===== src/rtl/srg_pkg.sv =====
package srg_pkg;
  typedef enum logic [1:0] {
    MODE_DIV  = 2'd0,
    MODE_FINE = 2'd1,
    MODE_AUTO = 2'd2,
    MODE_RSVD = 2'd3
  } req_mode_e;

  typedef enum logic [1:0] {
    ST_IDLE   = 2'd0,
    ST_DIRECT = 2'd1,
    ST_CALC   = 2'd2
  } ctl_state_e;

  // a requested rate is usable when nonzero and not above the timebase
  function automatic logic freq_ok(input int unsigned f, input int unsigned fmax);
    return (f != 0) && (f <= fmax);
  endfunction

  // an integer quotient is a legal divisor within 1..nmax
  function automatic logic quot_ok(input int unsigned q, input int unsigned nmax);
    return (q >= 1) && (q <= nmax);
  endfunction
endpackage


===== src/rtl/srg_int_div.sv =====
module srg_int_div #(
  parameter int W = 22
) (
  input  logic         clk,
  input  logic         rst_n,
  input  logic         restart,
  input  logic [W-1:0] n_m1,
  output logic         tick
);
  logic [W-1:0] cnt;

  assign tick = (cnt == n_m1);

  always_ff @(posedge clk or negedge rst_n) begin
    if (!rst_n)       cnt <= '0;
    else if (restart) cnt <= '0;
    else if (tick)    cnt <= '0;
    else              cnt <= cnt + W'(1);
  end

  // the count never passes the divisor it serves
  p_cnt_bound_r2: assert property (@(posedge clk) disable iff (!rst_n)
    !restart |=> (cnt <= n_m1));
endmodule


===== src/rtl/srg_phase_acc.sv =====
module srg_phase_acc #(
  parameter int W = 48
) (
  input  logic         clk,
  input  logic         rst_n,
  input  logic         restart,
  input  logic [W-1:0] tw,
  output logic         carry
);
  logic [W-1:0] acc;
  logic [W:0]   sum;

  assign sum   = {1'b0, acc} + {1'b0, tw};
  assign carry = sum[W];

  always_ff @(posedge clk or negedge rst_n) begin
    if (!rst_n)       acc <= '0;
    else if (restart) acc <= '0;
    else              acc <= sum[W-1:0];
  end

  // a carry always leaves the phase lower than before
  p_carry_wrap_r4: assert property (@(posedge clk) disable iff (!rst_n)
    (carry && !restart) |=> (acc < $past(acc)));
endmodule


===== src/rtl/srg_exact_div.sv =====
module srg_exact_div #(
  parameter int          W        = 27,
  parameter int unsigned DIVIDEND = 100_000_000
) (
  input  logic         clk,
  input  logic         rst_n,
  input  logic         start,
  input  logic [W-1:0] divisor,
  output logic         done,
  output logic [W-1:0] quot,
  output logic         rem_zero
);
  localparam int CW = $clog2(W + 1);

  logic [W:0]    rem;
  logic [W-1:0]  quo;
  logic [CW-1:0] cnt;
  logic          run;
  logic [W:0]    shifted;
  logic [W:0]    diff;
  logic          fits;

  assign shifted  = {rem[W-1:0], quo[W-1]};
  assign diff     = shifted - {1'b0, divisor};
  assign fits     = shifted >= {1'b0, divisor};
  assign quot     = quo;
  assign rem_zero = (rem == '0);

  always_ff @(posedge clk or negedge rst_n) begin
    if (!rst_n) begin
      rem  <= '0;
      quo  <= '0;
      cnt  <= '0;
      run  <= 1'b0;
      done <= 1'b0;
    end else begin
      done <= 1'b0;
      if (start) begin
        rem <= '0;
        quo <= W'(DIVIDEND);
        cnt <= CW'(W);
        run <= 1'b1;
      end else if (run) begin
        rem <= fits ? diff : shifted;
        quo <= {quo[W-2:0], fits};
        cnt <= cnt - CW'(1);
        if (cnt == CW'(1)) begin
          run  <= 1'b0;
          done <= 1'b1;
        end
      end
    end
  end

  // an exact result multiplies back to the dividend
  p_exact_r5: assert property (@(posedge clk) disable iff (!rst_n)
    (done && rem_zero) |-> ((2*W)'(quo) * (2*W)'(divisor) == (2*W)'(DIVIDEND)));
endmodule


===== src/rtl/samp_rate_gen.sv =====
module samp_rate_gen import srg_pkg::*; #(
  parameter int TB_HZ  = 100_000_000,
  parameter int FREQ_W = 27,
  parameter int DIVN_W = 22,
  parameter int ACC_W  = 48
) (
  input  logic              clk,
  input  logic              rst_n,
  input  logic [1:0]        cfg_mode,
  input  logic [DIVN_W-1:0] cfg_div_m1,
  input  logic [FREQ_W-1:0] cfg_freq_hz,
  input  logic [ACC_W-1:0]  cfg_tuning,
  input  logic              load,
  output logic              busy,
  output logic              cfg_err,
  output logic              mode_sel,
  output logic              samp_en
);
  localparam int NMAX = 1 << DIVN_W;

  ctl_state_e        st;
  logic [1:0]        pend_mode;
  logic [DIVN_W-1:0] pend_n_m1;
  logic [FREQ_W-1:0] pend_freq;
  logic [ACC_W-1:0]  pend_tw;
  logic [DIVN_W-1:0] act_n_m1;
  logic [ACC_W-1:0]  act_tw;
  logic              live;

  // named events for the assertions
  logic              take;
  logic              bad;
  logic              reject;
  logic              accept;
  logic              start_calc;
  logic              apply_direct;
  logic              apply_calc;
  logic              apply;
  logic              div_done;
  logic              div_rem_zero;
  logic [FREQ_W-1:0] div_quot;
  logic              exact_ok;
  logic [DIVN_W-1:0] q_m1;
  logic              div_tick;
  logic              dds_carry;

  assign take   = load && (st == ST_IDLE);
  assign bad    = (cfg_mode == MODE_RSVD) ||
                  ((cfg_mode == MODE_AUTO) && !freq_ok(32'(cfg_freq_hz), 32'(TB_HZ)));
  assign reject = take && bad;
  assign accept = take && !bad;
  assign start_calc   = accept && (cfg_mode == MODE_AUTO);
  assign apply_direct = (st == ST_DIRECT);
  assign apply_calc   = (st == ST_CALC) && div_done;
  assign apply        = apply_direct || apply_calc;
  assign exact_ok     = div_rem_zero && quot_ok(32'(div_quot), 32'(NMAX));
  assign q_m1         = div_quot[DIVN_W-1:0] - DIVN_W'(1);

  assign busy    = (st != ST_IDLE);
  assign samp_en = live && !busy && (mode_sel ? dds_carry : div_tick);

  always_ff @(posedge clk or negedge rst_n) begin
    if (!rst_n) begin
      st        <= ST_IDLE;
      pend_mode <= '0;
      pend_n_m1 <= '0;
      pend_freq <= '0;
      pend_tw   <= '0;
      act_n_m1  <= '0;
      act_tw    <= '0;
      live      <= 1'b0;
      mode_sel  <= 1'b0;
      cfg_err   <= 1'b0;
    end else begin
      if (reject)      cfg_err <= 1'b1;
      else if (accept) cfg_err <= 1'b0;

      if (accept) begin
        pend_mode <= cfg_mode;
        pend_n_m1 <= cfg_div_m1;
        pend_freq <= cfg_freq_hz;
        pend_tw   <= cfg_tuning;
        st        <= (cfg_mode == MODE_AUTO) ? ST_CALC : ST_DIRECT;
      end

      if (apply_direct) begin
        mode_sel <= (pend_mode == MODE_FINE);
        act_n_m1 <= pend_n_m1;
        act_tw   <= pend_tw;
        live     <= 1'b1;
        st       <= ST_IDLE;
      end

      if (apply_calc) begin
        if (exact_ok) begin
          mode_sel <= 1'b0;
          act_n_m1 <= q_m1;
        end else begin
          mode_sel <= 1'b1;
          act_tw   <= pend_tw;
        end
        live <= 1'b1;
        st   <= ST_IDLE;
      end
    end
  end

  srg_exact_div #(.W(FREQ_W), .DIVIDEND(TB_HZ)) u_div (
    .clk(clk), .rst_n(rst_n), .start(start_calc), .divisor(pend_freq),
    .done(div_done), .quot(div_quot), .rem_zero(div_rem_zero)
  );

  srg_int_div #(.W(DIVN_W)) u_cnt (
    .clk(clk), .rst_n(rst_n), .restart(apply), .n_m1(act_n_m1), .tick(div_tick)
  );

  srg_phase_acc #(.W(ACC_W)) u_acc (
    .clk(clk), .rst_n(rst_n), .restart(apply), .tw(act_tw), .carry(dds_carry)
  );

  // output stays quiet while a setting is pending
  p_quiet_busy_r8: assert property (@(posedge clk) disable iff (!rst_n)
    busy |-> !samp_en);
  // applying a setting ends the busy period
  p_apply_idle_r8: assert property (@(posedge clk) disable iff (!rst_n)
    apply |=> !busy);
  // a rejected load flags an error without going busy
  p_reject_r9: assert property (@(posedge clk) disable iff (!rst_n)
    reject |=> (cfg_err && !busy));
  // an accepted load clears the error
  p_err_clear_r9: assert property (@(posedge clk) disable iff (!rst_n)
    accept |=> !cfg_err);
  // the engine selection moves only when a setting is applied
  p_hold_sel_r3: assert property (@(posedge clk) disable iff (!rst_n)
    !apply |=> $stable(mode_sel));
  // a busy block does not take a new load
  p_no_take_r10: assert property (@(posedge clk) disable iff (!rst_n)
    (busy && load) |=> $stable(pend_tw));
endmodule


===== config.mk =====
export PLATFORM = sky130hd
export DESIGN_NAME = samp_rate_gen
export DESIGN_NICKNAME = d
export VERILOG_FILES = /design/src/rtl/srg_pkg.sv /design/src/rtl/srg_int_div.sv /design/src/rtl/srg_phase_acc.sv /design/src/rtl/srg_exact_div.sv /design/src/rtl/samp_rate_gen.sv
export SDC_FILE = /design/constraint.sdc
export NUM_CORES = 1
export LEC_CHECK = 0
export BUFFER_PORTS_ARGS = -buffer_cell sky130_fd_sc_hd__buf_2
export CORE_AREA = 4 4 230 142
export DETAILED_ROUTE_END_ITERATION = 12
export DIE_AREA = 0 0 234 146
export HOLD_SLACK_MARGIN = 0.12
export PLACE_DENSITY = 0.74
export SLEW_MARGIN = 20
export SYNTH_ARGS = -nofsm -noshare
export SYNTH_HDL_FRONTEND = slang
export SYNTH_SLANG_ARGS = --single-unit

===== constraint.sdc =====
create_clock -name clk -period 3.49 [get_ports clk]
set_input_delay 0.8725 -clock clk [delete_from_list [all_inputs] [get_ports clk]]
set_output_delay 0.8725 -clock clk [all_outputs]
set_load 0.01 [all_outputs]

==> results of run 1 <==
[cell usage in the layout, fill, tap and decap left out, types with 8 or more instances in the layout]
cell type and instances:
nor2b_1 9, nand2_1 114, nand4_1 22, xor2_1 63, buf_2 104, nor3_1 28, and3_1 16, inv_1 51
mux2i_1 93, a21oi_1 93, nand3_1 21, o21bai_1 11, o21ai_0 61, dfrtp_1 305, o211ai_1 9, buf_12 8
a21o_1 48, mux2_1 20, nor2_1 168, ha_1 80, buf_4 77, nor4_1 21, mux2_2 125, nand2b_1 9
clkbuf_16 33, xnor2_1 60, and2_1 14, or3_1 8, a31oi_1 12, a211oi_1 21
[cells by family (layout without fill, tap and decap cells)]
logic type	Yosys count	after routing	synth area share, %
XOR/XNOR	123	123	6.39
multiplexers	238	238	15.2
AND/OR/NAND/NOR	451	451	12.3
flip-flops	306	306	45.4
adder cells (fa/ha/maj)	83	83	6.25
AO/OA/AOI/OAI	307	307	11.5
buffers and inverters	117	301	2.92
[power by group through the flow]
| stage | Clock (mW) | Combinational [mW] | Sequential [mW] |
|---|---|---|---|
| after detailed placement | 0 | 12.9 | 6.67 |
| after CTS | 3.62 | 13.0 | 6.62 |
| after floorplan | 0 | 9.63 | 6.21 |
| final | 3.55 | 13.4 | 6.64 |
| after global routing | 3.78 | 14.8 | 6.82 |
| after global placement | 0 | 12.5 | 6.58 |
[routing by layer]
metal  global-route usage (%)  up-vias  wire (microns)
li1                         -     6103               -
met1                     38.2     6358           20900
met2                     34.2      364           17100
met4                     4.18        0             676
met5                        0        -               0
met3                     4.75       52            2690
[sequential cells by signal, indices dropped and copies added, names as in the netlist, 2 cells and up]
signal	count
u_div.quot	27
st	2
act_n_m1	22
u_div.rem	28
act_tw	48
u_cnt.cnt	22
u_acc.acc	48
pend_tw	48
pend_mode	2
u_div.cnt	5
pend_freq	27
pend_n_m1	22
[final timing paths]
kind,from,endpoint,depth (start not counted)
worst max-delay path,act_tw[0]$_DFF_PN0_,samp_en,13
worst min-delay path,rst_n,act_tw[16]$_DFF_PN0_,1
worst max register to register,act_tw[0]$_DFF_PN0_,u_acc.acc[44]$_DFF_PN0_,14
worst min register to register,pend_tw[35]$_DFFE_PN0N_,act_tw[35]$_DFF_PN0_,1
max in group asynchronous,rst_n,pend_n_m1[4]$_DFFE_PN0N_,2
min in group clk,pend_tw[35]$_DFFE_PN0N_,act_tw[35]$_DFF_PN0_,1
[what timing repair did]
item	CTS	global route
resized for setup	7	13
pin swaps	0	1
setup endpoints to repair	2	104
buffers inserted	0	2
hold buffers	0	0
cloned	0	2
[through the flow]
stage | cell area [sq um] | cells
final | 19600 | 2225
after global routing | 19600 | 2225
after CTS | 19500 | 2221
after detailed placement | 18400 | 2165
after global placement | 18400 | 2165
after floorplan | 16900 | 1625
[area by class of cell]
cell class,count,share of cell area [%]
Inverter,51,0.975
Timing Repair Buffer,194,6.88
Tap cell,416,2.65
Multi-Input combinational cell,1202,45.0
Sequential cell,306,39.0
Clock buffer,40,4.38
Clock inverter,16,1.15
==> impl_metrics.py, run 1 <==
metrics = {
    "outcome": {
        "outcome": "finished with violations",
        "violations": "negative setup slack",
    },
    "flow_run": {
        "cap_violations": 0,
    },
    "clocking": {
        "clkLatencyLatePin_ns": 0.57,
        "cts_root_buf": "clkbuf_16",
        "cts_tree": "done",
        "cts.path.max_buffers": 3,
        "clock-sinks": 306,
        "cts_buffers": 30,
        "htreeDepth": 1,
        "path_clk_slew_ns": 0.07,
    },
    "worst_setup_path": {
        "start_kind": "flop",
        "crit_family": "compound AO/OA/AOI/OAI gates",
        "crit_fanout": 3,
        "cp_slowest_stage_delay_ns": 0.39,
        "crit_top_cell": "a31oi_2",
        "endpoint_kind": "output pin",
        "cp.buffers_inverters": 2,
        "slowest_stage": "dfrtp_1",
        "required_ns": 2.62,
        "critPathArrivalTime_ns": 3.33,
        "r2r_setup_slack_ns": 0.11,
        "path_class": "reg -> out",
        "path_cells": "ha_2, fa_2, a211oi_2, o21ai_1, nand2_1, a31oi_2, a311oi_2, buf_4, nor4b_2, o2111a_1, o21ai_2, a31oi_2, buf_2",
    },
    "floorplan": {
        "pin_count": 106,
        "start_util_pct": 54.9,
        "die_w_microns": 234,
        "coreArea_sq_mm": 0.0307,
        "dieArea_sq_mm": 0.0342,
        "dieHeight_microns": 146,
        "row_count": 50,
    },
    "power_and_ir_drop": {
        "p_switching_mw": 10.0,
        "clkPwrFrac_pct": 15.0,
        "ir_drop_mv": 0.672,
        "power_mw": 23.6,
        "p_int_mw": 13.6,
        "seq_power_share_pct": 28.1,
        "p_sw_share_pct": 42.4,
        "combPwrFrac_pct": 56.8,
        "leakage_nw": 9.43,
        "pwr_density_cell_mw_per_mm2": 1200,
    },
    "global_routing": {
        "antenna_found_initial": 0,
        "grt_max_degree": 71,
        "grt_overflow": 0,
        "grt_pass1_wl_microns": 67500,
        "grt_usage_pct": 24.0,
        "grt_pass1_vias": 12900,
    },
    "yosys": {
        "synth_fp_nets": 1810,
        "synth_most_common_cell": "dfrtp_1",
        "yosys.area.top_type": "dfrtp_1",
        "synthTopCellsByCount": "dfrtp_1 (306), nor2_1 (171), mux2_2 (125), nand2_1 (114)",
        "synth_top_area_share_pct": 45.4,
        "yosysSeqAreaShare_pct": 45.4,
        "synth_ff_type": "dfrtp_1",
        "synth_top_cells_by_area": "dfrtp_1 (45%), mux2_2 (8.3%), ha_1 (6.0%)",
        "ys_types": 64,
        "synthArstFlopShare_pct": 100,
        "yosys_warnings": 0,
        "synth_cells": 1625,
        "synth_edf_count": 0,
        "syn_area_sq_mm": 0.0169,
        "avgSynthCellArea_sq_um": 10.4,
        "synth.ff_latch_count": 306,
    },
    "cells_and_area": {
        "fin_nets": 1970,
        "num-fill-cells": 2512,
        "multiInputGateArea_sq_mm": 0.00883,
        "n_antenna_cell": 0,
        "drive_gt1_share_pct": 22.1,
        "syn2layout_area_growth_pct": 16.4,
        "utilization_pct": 63.9,
        "regArea_sq_mm": 0.00766,
    },
    "sta": {
        "fin_crit_sh_pct": 121,
        "timing.setup.tns_ns": -0.717,
        "min_period_ns": 4.21,
        "fin_ws_ns": -0.717,
        "hold_viol_final": 0,
        "hold_ws_ns": 0.267,
        "slew_headroom_pct": 54.5,
        "timing.final.max_slew_violations": 0,
        "clock_skew_ns": 0.0145,
        "tightest_slew_ns": 0.683,
        "fmax_mhz": 238,
        "finalSetupViolations": 1,
        "rsz0062_at_grt": "yes",
    },
    "placement": {
        "dp_hpwl_microns": 29600,
        "port-buffer-count": 105,
        "gp_congestion": 0.943,
        "dp_slack_ns": -0.340,
    },
    "routing": {
        "drt_iter0_drc": 1101,
        "firstDrtPassIters": 5,
        "via_count": 12900,
        "routed_wirelength_microns": 41400,
        "ant_nets": 0,
        "vias_per_cell": 5.79,
        "wire_per_inst_microns": 18.6,
        "drc_errors": 0,
    },
    "min_path": {
        "holdCritPathClass": "in -> async",
    },
}
Power figures use the tool's default switching activity.
==> run 2, diff against run 1 <==
--- a/config.mk
+++ b/config.mk
@@ -6,12 +6,15 @@
 export NUM_CORES = 1
 export LEC_CHECK = 0
 export BUFFER_PORTS_ARGS = -buffer_cell sky130_fd_sc_hd__buf_2
-export CORE_AREA = 4 4 230 142
+export CELL_PAD_IN_SITES_DETAIL_PLACEMENT = 1
+export CELL_PAD_IN_SITES_GLOBAL_PLACEMENT = 2
+export CORE_AREA = 4 4 285 175
 export DETAILED_ROUTE_END_ITERATION = 12
-export DIE_AREA = 0 0 234 146
+export DIE_AREA = 0 0 289 179
 export HOLD_SLACK_MARGIN = 0.12
 export PLACE_DENSITY = 0.74
 export SLEW_MARGIN = 20
 export SYNTH_ARGS = -nofsm -noshare
 export SYNTH_HDL_FRONTEND = slang
+export SYNTH_HIERARCHICAL = 1
 export SYNTH_SLANG_ARGS = --single-unit
==> run 2 against run 1 <==
The run still ends with negative setup slack left. Sequential power up 2%. Critical path depth up 2. Highest routed layer unchanged. Non-clock buffer count grew 45. Clock skew up 0.0054 ns. Worst hold slack gained 0.034 ns. Register-to-register slack improved by 0.21 ns. Die area grew 51%. First-iteration DRC count is 38% lower. Global-route usage down 4.7 points. Cell count grew 13%. Clock power down 3%.
==> impl_metrics.py, run 2 <==
metrics = {
    "outcome": {
        "outcome": "finished with violations",
        "violations": "negative setup slack",
    },
    "placement": {
        "dp_hpwl_microns": 36900,
        "port-buffer-count": 105,
        "gp_congestion": 0.863,
        "place_area_sq_mm": 0.0195,
        "post-place-cells": 2463,
    },
    "floorplan": {
        "row_count": 62,
        "pin_count": 106,
        "start_util_pct": 36.7,
        "dieArea_sq_mm": 0.0517,
        "coreArea_sq_mm": 0.0473,
        "die_w_microns": 289,
        "dieHeight_microns": 179,
    },
    "cells_and_area": {
        "fin_nets": 2044,
        "n_antenna_cell": 0,
        "num-fill-cells": 5296,
        "reg.largest.list": "act_tw (48), pend_tw (48), u_acc/acc (48)",
        "utilization_pct": 43.4,
        "regArea_sq_mm": 0.00766,
        "final_cells": 2519,
        "syn2layout_area_growth_pct": 18.3,
        "final_common_cell": "dfrtp_1",
        "layout_common_cells": "dfrtp_1 (305), nor2_1 (175), buf_4 (125)",
        "multiInputGateArea_sq_mm": 0.00921,
        "drive_gt1_share_pct": 25.4,
        "stdcell_area_sq_mm": 0.0205,
    },
    "clocking": {
        "htreeDepth": 2,
        "cts_buffers": 34,
        "postCtsHoldBufs": 0,
        "cts_root_buf": "clkbuf_16",
        "post-cts-setup-buffers": 0,
        "path_clk_slew_ns": 0.06,
        "cts_tree": "done",
        "clock-sinks": 306,
        "clkLatencyLatePin_ns": 0.52,
        "cts.path.max_buffers": 3,
    },
    "worst_setup_path": {
        "start_kind": "flop",
        "critPathArrivalTime_ns": 3.42,
        "endpoint_kind": "output pin",
        "required_ns": 2.62,
        "path_class": "reg -> out",
        "r2r_setup_slack_ns": 0.32,
        "crit_fanout": 2,
    },
    "global_routing": {
        "antenna_found_initial": 1,
        "grt_overflow": 0,
        "grt_max_degree": 71,
        "grt_pass1_vias": 14000,
        "grt_usage_pct": 19.3,
        "grt_pass1_wl_microns": 79300,
    },
    "sta": {
        "fin_crit_sh_pct": 123,
        "finalSetupViolations": 1,
        "hold_ws_ns": 0.301,
        "slew_headroom_pct": 26.8,
        "tightest_slew_ns": 1.09,
        "rsz0062_at_grt": "yes",
        "hold_viol_final": 0,
        "clock_skew_ns": 0.0199,
        "fin_ws_ns": -0.799,
        "fmax_mhz": 233,
        "timing.final.max_slew_violations": 0,
        "min_period_ns": 4.29,
    },
    "routing": {
        "via_count": 13300,
        "ant_nets": 0,
        "routed_wirelength_microns": 49500,
        "firstDrtPassIters": 5,
        "drt_iter0_drc": 678,
        "wire_per_inst_microns": 19.6,
        "drc_errors": 0,
        "vias_per_cell": 5.28,
    },
    "power_and_ir_drop": {
        "leakage_nw": 9.31,
        "ir_drop_mv": 0.420,
        "pwr_density_cell_mw_per_mm2": 1200,
    },
    "yosys": {
        "synth_top_cells_by_area": "dfrtp_1 (44%), mux2_2 (7.6%), ha_1 (5.8%)",
        "yosys_warnings": 6,
        "syn_area_sq_mm": 0.0174,
        "synthTopCellsByCount": "dfrtp_1 (306), nor2_1 (175), mux2_2 (117), nand2_1 (100), a21oi_1 (95)",
        "ys_types": 96,
        "avgSynthCellArea_sq_um": 10.5,
        "yosys.area.top_type": "dfrtp_1",
        "synth_most_common_cell": "dfrtp_1",
        "synth.ff_latch_count": 306,
        "synthArstFlopShare_pct": 100,
        "synth_fp_nets": 1841,
        "synth_top_area_share_pct": 44.1,
        "synth_cells": 1656,
        "yosysSeqAreaShare_pct": 44.1,
        "synth_edf_count": 0,
        "synth_ff_type": "dfrtp_1",
    },
    "flow_run": {
        "cap_violations": 0,
    },
    "min_path": {
        "holdCritPathClass": "in -> async",
    },
}
-- run 2: cells by family after synthesis --
group / count (synthesis) / synth area share, %
AND/OR/NAND/NOR: 478 / 13.6
XOR/XNOR: 126 / 6.35
flip-flops: 306 / 44.1
AO/OA/AOI/OAI: 315 / 12.3
adder cells (fa/ha/maj): 83 / 6.06
multiplexers: 223 / 14.4
buffers and inverters: 125 / 3.27
-- run 2: path summary, 6_finish.rpt --
check	start	end	cells past startpoint
setup / recovery	act_tw[0]$_DFF_PN0_	samp_en	15
hold / removal	rst_n	pend_tw[6]$_DFFE_PN0P_	1
setup reg to reg	u_div/rem[16]$_DFFE_PN0P_	u_div/rem[27]$_DFFE_PN0P_	8
hold reg to reg	pend_n_m1[18]$_DFFE_PN0P_	pend_n_m1[18]$_DFFE_PN0P_	1
max in group asynchronous	rst_n	u_div/rem[10]$_DFFE_PN0P_	2
min in group clk	pend_n_m1[18]$_DFFE_PN0P_	pend_n_m1[18]$_DFFE_PN0P_	1
-- run 2: final cells by class --
| type | count | area share (%) |
|---|---|---|
| well taps | 640 | 3.90 |
| repair buffers | 239 | 8.05 |
| flip-flops and latches | 306 | 37.3 |
| inverters | 53 | 0.968 |
| multi-input cells | 1225 | 44.8 |
| clock inverters | 12 | 0.335 |
| clock buffers | 44 | 4.67 |
-- run 2: metal layers --
layer  routed length, microns  global-route usage, %
met5                        0                      0
met4                      647                   3.15
met3                     1680                   2.77
met2                    20500                   27.9
met1                    26600                   30.6
-- run 2: stage by stage --
stage	setup slack [ns]	power (mW)	setup TNS, ns
after detailed placement	-0.513	21.0	-0.513
after CTS	-0.858	24.8	-0.858
after floorplan	0.0391	16.3	0
after global routing	-0.998	26.7	-0.998
after global placement	-0.409	20.6	-0.409
final	-0.799	24.6	-0.799
-- run 2: critical path, stage by stage, from the launching register on --
cell and delay [ns]:
dfrtp_1 0.36, ha_2 0.19, inv_2 0.05, fa_2 0.33, and2b_1 0.24, o2111ai_2 0.13
a21oi_2 0.21, o21ai_2 0.12, a22oi_2 0.23, a221oi_2 0.11, o21ai_2 0.18, a221oi_2 0.08
o21bai_1 0.16, mux2i_1 0.10, nor3b_2 0.22, buf_2 0.17
-- run 2: timing repair --
action,4_1_cts,5_1_grt
hold endpoints to repair,0,0
gates resized for setup,7,0
endpoints found under the setup margin,1,1
pin swaps,8,1
-- run 2: power breakdown --
group | switching, mW | internal, mW | total (mW)
Clock | 1.50 | 1.94 | 3.43
Sequential | 1.39 | 5.38 | 6.78
Combinational | 7.75 | 6.63 | 14.4
==> run 3, diff against run 2 <==
--- a/config.mk
+++ b/config.mk
@@ -13,6 +13,7 @@
 export DIE_AREA = 0 0 289 179
 export HOLD_SLACK_MARGIN = 0.12
 export PLACE_DENSITY = 0.74
+export SETUP_SLACK_MARGIN = 0.15
 export SLEW_MARGIN = 20
 export SYNTH_ARGS = -nofsm -noshare
 export SYNTH_HDL_FRONTEND = slang
==> run 3 against run 2 <==
Maximum frequency rose by 0.48%. Via count rose by 0.24%. First-iteration DRC count rose by 4.6%. Clock-buffer cell count rose by 2. Utilization rose by 0.91 points. Critical path type unchanged. Critical path depth rose by 1. The run still ends with negative setup slack left. Clock power rose by 12%.
==> impl_metrics.py, run 3 (synthesis gave the netlist of run 2 again) <==
metrics = {
    "routing": {
        "drc_errors": 0,
        "drt_iter0_drc": 709,
        "vias_per_cell": 5.21,
        "routed_wirelength_microns": 50500,
        "firstDrtPassIters": 4,
        "via_count": 13300,
        "ant_nets": 0,
        "wire_per_inst_microns": 19.7,
    },
    "outcome": {
        "outcome": "finished with violations",
        "violations": "negative setup slack",
    },
    "worst_setup_path": {
        "slowest_stage": "dfrtp_1",
        "endpoint_kind": "output pin",
        "cp_slowest_stage_delay_ns": 0.38,
        "crit_fanout": 2,
        "critPathArrivalTime_ns": 3.40,
        "crit_top_cell": "a221oi_2",
        "path_class": "reg -> out",
        "start_kind": "flop",
        "required_ns": 2.62,
        "path_cells": "ha_2, inv_2, fa_2, and2b_1, o2111ai_2, a21oi_2, o21ai_4, a22oi_2, a221oi_2, o21ai_2, a221oi_2, o21bai_1, mux2i_1, buf_4, nor3b_2, buf_2",
    },
    "sta": {
        "slew_headroom_pct": 29.7,
        "fin_ws_ns": -0.779,
        "hold_viol_final": 0,
        "fin_crit_sh_pct": 122,
        "timing.setup.tns_ns": -0.779,
        "tightest_slew_ns": 1.05,
        "rsz0062_at_grt": "yes",
        "clock_skew_ns": 0.0148,
        "min_period_ns": 4.27,
        "fmax_mhz": 234,
        "finalSetupViolations": 1,
        "timing.final.max_slew_violations": 0,
    },
    "min_path": {
        "holdCritPathClass": "in -> async",
    },
    "cells_and_area": {
        "layout_common_cells": "dfrtp_1 (305), nor2_1 (175), buf_4 (159)",
        "syn2layout_area_growth_pct": 20.8,
        "fin_nets": 2078,
        "reg.largest.list": "act_tw (48), pend_tw (48), u_acc/acc (48)",
        "final_common_cell": "dfrtp_1",
        "utilization_pct": 44.3,
        "drive_gt1_share_pct": 27.1,
    },
    "floorplan": {
        "pin_count": 106,
        "die_w_microns": 289,
        "start_util_pct": 36.7,
        "coreArea_sq_mm": 0.0473,
        "row_count": 62,
        "dieHeight_microns": 179,
        "dieArea_sq_mm": 0.0517,
    },
    "power_and_ir_drop": {
        "p_sw_share_pct": 42.6,
        "power_mw": 25.5,
        "ir_drop_mv": 0.450,
        "p_int_mw": 14.6,
        "seq_power_share_pct": 26.7,
        "pwr_density_cell_mw_per_mm2": 1210,
        "p_switching_mw": 10.9,
        "leakage_nw": 9.54,
        "clkPwrFrac_pct": 15.1,
        "combPwrFrac_pct": 58.2,
    },
    "placement": {
        "gp_congestion": 0.866,
        "dp_hpwl_microns": 38400,
        "port-buffer-count": 105,
    },
    "global_routing": {
        "grt_max_degree": 92,
        "grt_overflow": 0,
        "antenna_found_initial": 0,
        "grt_pass1_vias": 14300,
        "grt_usage_pct": 19.7,
        "grt_pass1_wl_microns": 81000,
    },
    "clocking": {
        "path_clk_slew_ns": 0.06,
        "cts_root_buf": "clkbuf_16",
        "cts_tree": "done",
        "cts_buffers": 34,
        "htreeDepth": 2,
        "clock-sinks": 306,
        "cts.path.max_buffers": 3,
        "clkLatencyLatePin_ns": 0.52,
    },
    "flow_run": {
        "cap_violations": 0,
    },
}
## run 3: changes by cell type in the layout (fill, tap and decap cells not counted), sizes merged
cell	previous run	this run
clkbuf	44	46
buf	239	273
inv	54	55
bufinv	0	4
clkinv	9	5
diode	0	1
clkinvlp	2	3
## run 3: metrics by stage
step / hold slack [ns] / setup slack [ns] / instance area [sq um] / cells
4_1_cts: 0.389 / -0.903 / 20900 / 2554
5_1_grt: 0.413 / -0.980 / 21000 / 2557
6_report: 0.350 / -0.779 / 21000 / 2558
3_3_place_gp: 0.476 / -0.384 / 19700 / 2490
2_1_floorplan: 0.428 / 0.0932 / 17400 / 1656
3_5_place_dp: 0.481 / -0.452 / 19700 / 2490
## run 3: power groups by stage
stage	combinational (mW)	clock (mW)	sequential, mW
CTS	14.8	3.97	6.83
finish	14.8	3.83	6.80
global route	16.5	4.13	7.04
detailed placement	14.6	0	6.87
floorplan	10.1	0	6.27
global placement	14.1	0	6.76
## run 3: area by class of cell
class                      count  area [sq um]
fill                        5280         26300
timing repair buffer         273          1910
antenna                        1          2.50
clock inverter                14           185
clock buffer                  46           987
sequential                   306          7660
tap                          640           801
inverter                      53           199
multi-input combinational   1225          9230
## run 3: what timing repair did
action,in CTS,in global routing
buffers inserted,4,3
hold buffers,0,0
endpoints found under the setup margin,1,3
resized for setup,5,6
endpoints found under the hold margin,0,0
pin swaps,7,8
## run 3: path summary, 6_finish.rpt
kind	start	end	slack (ns)	depth (start not counted)
worst min register to register	pend_mode[0]$_DFFE_PN0P_	pend_mode[0]$_DFFE_PN0P_	0.49	1
min in group clk	pend_mode[0]$_DFFE_PN0P_	pend_mode[0]$_DFFE_PN0P_	0.49	1
worst max register to register	u_div/rem[11]$_DFFE_PN0P_	act_tw[29]$_DFF_PN0_	0.27	8
worst min-delay path	rst_n	u_acc/acc[1]$_DFF_PN0_	0.35	1
worst max-delay path	u_acc/acc[0]$_DFF_PN0_	samp_en	-0.78	16
max in group asynchronous	rst_n	u_div/run$_DFF_PN0_	2.19	2
## run 3: metal layers
metal,vias up,global-route usage [%],part of all wire (%)
met3,43,2.69,3.0
met4,0,3.01,1.2
met2,155,28.9,42
met5,-,0,0
met1,6723,31.2,54
li1,6412,-,-
## run 3: critical path: cells and delay by family, from the launching register on
kind / cells / cell delay [ns]
muxes: 1 / 0.13
AOI/OAI and AO/OA: 8 / 1.42
DFF: 1 / 0.38
and+or+nand+nor: 2 / 0.23
buffers and inverters: 3 / 0.33
adders and majority gates: 2 / 0.37
